**src/rtl/pit_pkg.sv**
```systemverilog
package pit_pkg;

  localparam int CNT_W_DEF   = 15;
  localparam int CODE_W_DEF  = 4;
  localparam logic [3:0] ALIAS_ONE_SHIFT = 4'd7;
  localparam logic [3:0] ALIAS_TWO_SHIFT = 4'd8;

  // number of low counter bits that must be zero at an event
  function automatic logic [3:0] rate_shift(input logic [3:0] code);
    logic [3:0] s;
    case (code)
      4'd0:    s = 4'd0;
      4'd1:    s = ALIAS_ONE_SHIFT;
      4'd2:    s = ALIAS_TWO_SHIFT;
      default: s = code - 4'd1;
    endcase
    return s;
  endfunction

  function automatic logic rate_enabled(input logic [3:0] code, input logic en);
    return en && (code != 4'd0);
  endfunction

endpackage

```
**src/rtl/pit_rate_decode.sv**
```systemverilog
module pit_rate_decode #(
  parameter int CNT_W  = pit_pkg::CNT_W_DEF,
  parameter int CODE_W = pit_pkg::CODE_W_DEF
) (
  input  logic [CODE_W-1:0] code,
  input  logic              en,
  output logic              active,
  output logic [CNT_W-1:0]  mask
);
  localparam int SH_W = $clog2(CNT_W);

  logic [SH_W-1:0] shift;

  always_comb begin
    shift  = SH_W'(pit_pkg::rate_shift(4'(code)));
    active = pit_pkg::rate_enabled(4'(code), en);
  end

  // a bit is inside the period mask when its index is below the shift
  for (genvar i = 0; i < CNT_W; i++) begin : g_mask
    assign mask[i] = (SH_W'(i) < shift);
  end
endmodule

```
**src/rtl/pit_tick_counter.sv**
```systemverilog
module pit_tick_counter #(
  parameter int CNT_W = pit_pkg::CNT_W_DEF
) (
  input  logic             clk,
  input  logic             rst_n,
  input  logic             tick,
  output logic [CNT_W-1:0] cnt_now,
  output logic [CNT_W-1:0] cnt_next
);
  assign cnt_next = cnt_now + CNT_W'(1);

  always_ff @(posedge clk or negedge rst_n) begin
    if (!rst_n)    cnt_now <= '0;
    else if (tick) cnt_now <= cnt_next;
  end

  assert_count_step_R2: assert property (@(posedge clk) disable iff (!rst_n)
    tick |=> cnt_now == $past(cnt_now) + CNT_W'(1));

  assert_count_hold_R2: assert property (@(posedge clk) disable iff (!rst_n)
    !tick |=> $stable(cnt_now));
endmodule

```
**src/rtl/pit_event_detect.sv**
```systemverilog
module pit_event_detect #(
  parameter int CNT_W = pit_pkg::CNT_W_DEF
) (
  input  logic             clk,
  input  logic             rst_n,
  input  logic             tick,
  input  logic             active,
  input  logic [CNT_W-1:0] mask,
  input  logic [CNT_W-1:0] cnt_next,
  input  logic [CNT_W-1:0] cnt_now,
  output logic             strobe
);
  logic fire_point;

  assign fire_point = tick && active && ((cnt_next & mask) == '0);

  always_ff @(posedge clk or negedge rst_n) begin
    if (!rst_n) strobe <= 1'b0;
    else        strobe <= fire_point;
  end

  assert_aligned_R7: assert property (@(posedge clk) disable iff (!rst_n)
    strobe |-> ((cnt_now & $past(mask)) == '0));

  assert_after_tick_R10: assert property (@(posedge clk) disable iff (!rst_n)
    strobe |-> $past(tick));

  assert_single_cycle_R9: assert property (@(posedge clk) disable iff (!rst_n)
    strobe |=> !strobe);

  assert_gated_R6: assert property (@(posedge clk) disable iff (!rst_n)
    strobe |-> $past(active));
endmodule

```
**src/rtl/periodic_event_gen.sv**
```systemverilog
module periodic_event_gen #(
  parameter int CNT_W  = pit_pkg::CNT_W_DEF,
  parameter int CODE_W = pit_pkg::CODE_W_DEF
) (
  input  logic              clk,
  input  logic              rst_n,
  input  logic              tick_32k,
  input  logic [CODE_W-1:0] rate_code,
  input  logic              irq_en,
  output logic              event_strobe
);
  logic             rate_active;
  logic [CNT_W-1:0] period_mask;
  logic [CNT_W-1:0] cnt_now;
  logic [CNT_W-1:0] cnt_next;

  pit_rate_decode #(.CNT_W(CNT_W), .CODE_W(CODE_W)) u_decode (
    .code   (rate_code),
    .en     (irq_en),
    .active (rate_active),
    .mask   (period_mask)
  );

  pit_tick_counter #(.CNT_W(CNT_W)) u_count (
    .clk      (clk),
    .rst_n    (rst_n),
    .tick     (tick_32k),
    .cnt_now  (cnt_now),
    .cnt_next (cnt_next)
  );

  pit_event_detect #(.CNT_W(CNT_W)) u_detect (
    .clk      (clk),
    .rst_n    (rst_n),
    .tick     (tick_32k),
    .active   (rate_active),
    .mask     (period_mask),
    .cnt_next (cnt_next),
    .cnt_now  (cnt_now),
    .strobe   (event_strobe)
  );

  assert_code_zero_R5: assert property (@(posedge clk) disable iff (!rst_n)
    event_strobe |-> $past(rate_code) != '0);

  assert_enable_R6: assert property (@(posedge clk) disable iff (!rst_n)
    event_strobe |-> $past(irq_en));
endmodule

```
**config.mk**
```make
export PLATFORM = sky130hd
export DESIGN_NAME = periodic_event_gen
export DESIGN_NICKNAME = d
export VERILOG_FILES = /design/src/rtl/pit_pkg.sv /design/src/rtl/pit_rate_decode.sv /design/src/rtl/pit_tick_counter.sv /design/src/rtl/pit_event_detect.sv /design/src/rtl/periodic_event_gen.sv
export SDC_FILE = /design/constraint.sdc
export NUM_CORES = 1
export LEC_CHECK = 0
export BUFFER_PORTS_ARGS = -buffer_cell sky130_fd_sc_hd__buf_2
export CORE_UTILIZATION = 40
export CTS_CLUSTER_SIZE = 16
export DETAILED_ROUTE_END_ITERATION = 16
export GPL_ROUTABILITY_DRIVEN = 0
export MAX_ROUTING_LAYER = met4
export PLACE_DENSITY_LB_ADDON = 0.2
export SYNTH_ARGS = -nofsm -noshare
export SYNTH_HDL_FRONTEND = slang
export SYNTH_SLANG_ARGS = --single-unit
```
**constraint.sdc**
```tcl
create_clock -name clk -period 3.7 [get_ports clk]
set_input_delay 0.74 -clock clk [delete_from_list [all_inputs] [get_ports clk]]
set_output_delay 0.74 -clock clk [all_outputs]
set_load 0.02 [all_outputs]
```
==> impl_metrics.py, run 1 <==
metrics = {
    "synth": {
        "synth_nets": 154,
        "ys_seq_area_share_pct": 32.1,
        "synth.cell_area_mm2": 0.00125,
        "ys_top_cells_by_area": "dfrtp_1, xnor2_1, nand2_1",
        "ys_ff_latch": 16,
        "ys_warn_count": 0,
        "synthCells": 142,
        "netlist.area_leader.share_pct": 32.1,
        "postSynthAreaPerCell_um2": 8.78,
        "yosysTopAreaCell": "dfrtp_1",
        "ys_types": 35,
    },
    "status": {
        "status": "finished with violations",
        "violations": "design-rule violations",
    },
    "global_route": {
        "grt_pass1_wl_mm": 4.49,
        "grt_remaining_overflow": 0,
        "grtUsageTotal_pct": 17.5,
        "grt_max_degree": 17,
        "antenna_found_initial": 0,
        "grt_pass1_vias": 1024,
    },
    "job": {
        "drv_cap": 0,
    },
    "route": {
        "firstDrtPassIters": 12,
        "drc": 2,
        "drt_iter0_drc": 55,
        "vias_per_cell": 5.86,
        "wl_per_cell_um": 14.2,
        "ant_nets": 0,
        "vias": 1037,
        "drt-total-wl_mm": 2.51,
    },
    "clock_tree": {
        "cts-resized-gates": 0,
        "hold_buffers": 0,
        "h-tree-depth": 1,
        "clockBufferDepth": 2,
        "path_clk_slew_ps": 100,
        "cts-root-buf": "clkbuf_4",
        "cts_tree": "yes",
        "post_cts_buffers": 0,
        "clkLatencyLatePin_ps": 290,
        "numCtsBuffers": 3,
        "cts.sinks": 16,
    },
    "finish": {
        "n_antenna_cell": 0,
        "final_common_cell": "xnor2_1",
        "nets": 159,
        "final_layout_size_suffix_gt1_share_pct": 15.1,
        "area_growth_syn_to_layout_pct": 6.52,
        "most-common-layout-cells": "xnor2_1, dfrtp_1, nand2_1",
    },
    "worst_setup_path": {
        "r2r-start": "u_count.cnt_now[0]",
        "r2r_slack_ps": 1410,
        "path_max_fanout": 6,
        "critPathRequiredTime_ps": 3930,
        "r2r-end": "u_detect.strobe",
        "crit_type": "primary input to flip-flop",
        "cp-start-kind": "primary input",
        "endpoint_kind": "flip-flop",
        "rr_worst_depth": 7,
        "cp.arrival_ps": 2820,
    },
    "die": {
        "ioPinCount": 9,
        "die_h_um": 57.8,
        "row_count": 19,
        "die_w_um": 57.8,
        "die_area_mm2": 0.00335,
        "initial_core_util_pct": 43.7,
        "core_mm2": 0.00285,
    },
    "timing": {
        "finalSetupTns_ps": 0,
        "slew_violations": 0,
        "slew_headroom_pct": 50.8,
        "tightestPinTransition_ps": 729,
        "setup_viol": 0,
        "fin_skew_ps": 6.29,
        "fmax_mhz": 386,
        "fin_crit_sh_pct": 70.0,
        "rsz0062_at_grt": "no",
        "whs_ps": 341,
        "finalHoldViolations": 0,
        "period_minus_slack_ps": 2590,
    },
    "placement": {
        "dpl.hpwl_mm": 1.94,
        "io_buffers": 8,
    },
    "power_and_ir_drop": {
        "peakVddDrop_mv": 0.252,
        "p_per_area_mw_per_mm2": 492,
        "power.leakage_nw": 0.524,
    },
    "worst_hold_path": {
        "worst_hold_path_type": "primary input to asynchronous set/reset pin",
    },
}
[state kept, by name, indices dropped and copies added (netlist names)]
| signal | flops |
|---|---|
| u_detect.strobe | 1 |
| u_count.cnt_now | 15 |
[kinds of logic after synthesis]
group	after synthesis	synth area share [%]
mux	4	3.41
xor+xnor	26	18.3
simple gates	59	24.7
buf+inv	12	3.91
flops	16	32.1
compound gates	21	13.6
fa+ha+maj	4	4.01
[metal layers]
metal / GRT usage, % / wire [µm] / up-vias
met5: - / 0 / -
met4: 7.48 / 17 / 0
li1: - / - / 521
met3: 2.68 / 81 / 2
met1: 23.0 / 1280 / 498
met2: 26.8 / 1130 / 16
[layout make-up]
| cell class | count | area [µm²] |
|---|---|---|
| Inverter | 4 | 15.0 |
| Multi-Input combinational cell | 114 | 798 |
| Tap cell | 31 | 38.8 |
| Sequential cell | 16 | 400 |
| Fill cell | 283 | 1520 |
| Timing Repair Buffer | 8 | 40.0 |
| Clock buffer | 4 | 36.3 |
[critical path: stages]
cell and delay [ps]:
buf_2 130, inv_1 120, ha_1 260, nor4_1 110
o311ai_0 630, o311ai_0 290, a2111oi_2 310, and4_1 230
[Yosys cell counts]
| library cell | instances |
|---|---|
| clkbuf_1 | 7 |
| o311ai_1 | 1 |
| dfrtp_1 | 16 |
| a21boi_0 | 1 |
| a22o_2 | 1 |
| mux2i_1 | 2 |
| or3_1 | 2 |
| nand3_1 | 7 |
| xor2_1 | 6 |
| or3b_2 | 1 |
| mux2_2 | 2 |
| a32oi_1 | 1 |
| ha_1 | 4 |
| o22ai_1 | 1 |
| or2_2 | 2 |
| and2_1 | 1 |
| nand2_1 | 14 |
| o211ai_1 | 1 |
| and4_1 | 2 |
| a31oi_1 | 1 |
| nor4_1 | 5 |
| xnor2_1 | 20 |
| buf_4 | 1 |
| or4b_4 | 1 |
| o311ai_0 | 3 |
| or2b_1 | 1 |
| nor3_1 | 9 |
| inv_1 | 4 |
| a21oi_1 | 4 |
| o31ai_2 | 1 |
| nand4_1 | 5 |
| nor2_1 | 9 |
| o21ai_0 | 4 |
| o311a_4 | 1 |
| a2111oi_2 | 1 |
[stage by stage]
step / util, % / power, mW / worst slack [ps] / cells / instance area (µm²)
finish: 46.6 / 0.653 / 1110 / 177 / 1330
global route: 46.6 / 0.699 / 895 / 177 / 1330
CTS: 46.6 / 0.655 / 1120 / 177 / 1330
detailed placement: 45.3 / 0.535 / 813 / 173 / 1290
global placement: 45.3 / 0.531 / 957 / 173 / 1290
floorplan: - / 0.483 / 1230 / 142 / 1250
[worst max path at each step]
stage | to | start
global placement | u_detect.strobe | rate_code[0]
detailed placement | u_detect.strobe | rate_code[0]
finish | u_detect.strobe | rate_code[0]
floorplan | u_detect.strobe | rate_code[0]
global route | u_detect.strobe | rate_code[0]
CTS | u_detect.strobe | rate_code[0]
[report_power, final]
part,switching (mW),total (mW),internal (mW),leakage [nW]
Sequential,0.0793,0.292,0.212,0.206
Clock,0.0584,0.118,0.0600,0.0210
Combinational,0.124,0.244,0.120,0.296
Total,0.262,0.653,0.392,0.524
Power figures use the tool's default switching activity.
==> inputs of run 2 (changes only) <==
Clock period 3.7 ns to 2.6 ns, I/O delays scaled along.
==> impl_metrics.py, run 2 (synthesized netlist as in run 1, its figures left out) <==
metrics = {
    "status": {
        "violations": "design-rule violations",
        "status": "finished with violations",
    },
    "clock_tree": {
        "post_cts_buffers": 0,
        "cts_tree": "yes",
        "cts-root-buf": "clkbuf_4",
        "cts.sinks": 16,
        "hold_buffers": 0,
        "cts-resized-gates": 0,
        "clockBufferDepth": 2,
        "numCtsBuffers": 3,
        "h-tree-depth": 1,
        "clkLatencyLatePin_ps": 300,
        "path_clk_slew_ps": 110,
    },
    "route": {
        "drt_iter0_drc": 41,
        "route.met2.wl_mm": 1.22,
        "firstDrtPassIters": 10,
        "wl_met3_um": 76,
        "wl_met1_mm": 1.29,
        "highest_layer": "met4",
        "drc": 2,
        "vias": 1034,
        "ant_nets": 0,
        "vias_per_cell": 5.78,
        "wl_per_cell_um": 14.6,
        "drt-total-wl_mm": 2.62,
    },
    "timing": {
        "slew_headroom_pct": 54.5,
        "setup_ws_ps": 289,
        "setup_viol": 0,
        "rsz0062_at_grt": "no",
        "fin_crit_sh_pct": 88.9,
        "period_minus_slack_ps": 2310,
        "tightestPinTransition_ps": 674,
        "fmax_mhz": 433,
        "finalSetupTns_ps": 0,
        "fin_skew_ps": 8.62,
        "finalHoldViolations": 0,
        "slew_violations": 0,
    },
    "power_and_ir_drop": {
        "p_per_area_mw_per_mm2": 693,
        "power_mw": 0.931,
        "power.leakage_nw": 0.534,
        "peakVddDrop_mv": 0.497,
    },
    "worst_setup_path": {
        "cpPeakStageDelay_ps": 480,
        "critPathMostFrequentCell": "o311ai_0",
        "path_max_fanout": 5,
        "cp-start-kind": "primary input",
        "r2r-end": "u_detect.strobe",
        "r2r-start": "u_count.cnt_now[0]",
        "crit_chain": "buf_2 > inv_1 > ha_1 > nor4_1 > o311ai_0 > o311ai_0 > a2111oi_2 > and4_1",
        "r2r_slack_ps": 360,
        "cp.arrival_ps": 2510,
        "critPathRequiredTime_ps": 2800,
        "crit_slowest_cell": "o311ai_0",
        "rr_worst_depth": 7,
        "crit_type": "primary input to flip-flop",
        "endpoint_kind": "flip-flop",
    },
    "finish": {
        "largest_register_ff_count": 15,
        "final_layout_size_suffix_gt1_share_pct": 16.2,
        "largestRegisters": "u_count.cnt_now: 15 flops, u_detect.strobe: 1 flops",
        "most-common-layout-cells": "xnor2_1, dfrtp_1, nand2_1",
        "fillCellCount": 283,
        "final_common_cell": "xnor2_1",
        "regMostFlops": "u_count.cnt_now",
        "area_growth_syn_to_layout_pct": 7.72,
        "n_antenna_cell": 0,
        "nets": 161,
    },
    "placement": {
        "io_buffers": 8,
        "dpl.hpwl_mm": 2.05,
        "post-place-ws_ps": -7.60,
    },
    "global_route": {
        "grt_pass1_wl_mm": 4.69,
        "grtUsageTotal_pct": 18.4,
        "antenna_found_initial": 0,
        "grt_remaining_overflow": 0,
        "grt_pass1_vias": 1050,
        "grt_max_degree": 17,
    },
    "job": {
        "drv_cap": 0,
    },
    "die": {
        "die_area_mm2": 0.00335,
        "row_count": 19,
        "ioPinCount": 9,
        "core_mm2": 0.00285,
        "initial_core_util_pct": 43.7,
        "die_w_um": 57.8,
        "die_h_um": 57.8,
    },
    "worst_hold_path": {
        "worst_hold_path_type": "primary input to asynchronous set/reset pin",
    },
}
## run 2: cell count changes in the layout (fill, tap and decap cells not counted), sizes merged
cell | previous run | this run
buf | 8 | 10
## run 2: cell type report
cell class	count	area [µm²]	share of cell area (%)
multi-input combinational	114	798	59.4
inverter	4	15.0	1.12
clock buffer	4	36.3	2.70
tap	31	38.8	2.89
sequential	16	400	29.8
timing repair buffer	10	55.1	4.10
## run 2: report_power, final
group / switching, mW / internal (mW)
Combinational: 0.177 / 0.173
Sequential: 0.106 / 0.302
Clock: 0.0874 / 0.0854
Total: 0.371 / 0.561
## run 2: how the worst max path moves through the flow
stage	to	depth (start not counted)	slack, ps	startpoint
2_1_floorplan	u_detect.strobe	7	350	rate_code[0]
3_3_place_gp	u_detect.strobe	8	120	rate_code[1]
3_5_place_dp	u_detect.strobe	8	-8	rate_code[0]
4_1_cts	u_detect.strobe	8	310	rate_code[0]
5_1_grt	u_detect.strobe	10	100	rate_code[0]
6_report	u_detect.strobe	8	290	rate_code[0]
## run 2: worst max-delay path, delay by kind of cell
kind / cells / cell delay, ps
AOI/OAI and AO/OA: 3 / 850
and+or+nand+nor: 2 / 680
buffers and inverters: 2 / 230
adders and majority gates: 1 / 230
## run 2: metal layers
layer	up-vias	track usage [%]
met1	492	23.7
li1	522	-
met2	16	28.9
met5	-	-
met4	0	6.80
met3	4	3.57
## run 2: metrics by stage
stage	util (%)	instance area, µm²	std cells	hold WS (ps)
after floorplan	-	1250	142	224
after global placement	45.8	1310	175	455
after detailed placement	45.8	1310	175	464
after CTS	47.1	1340	179	138
after global routing	47.1	1340	179	145
final	47.1	1340	179	120
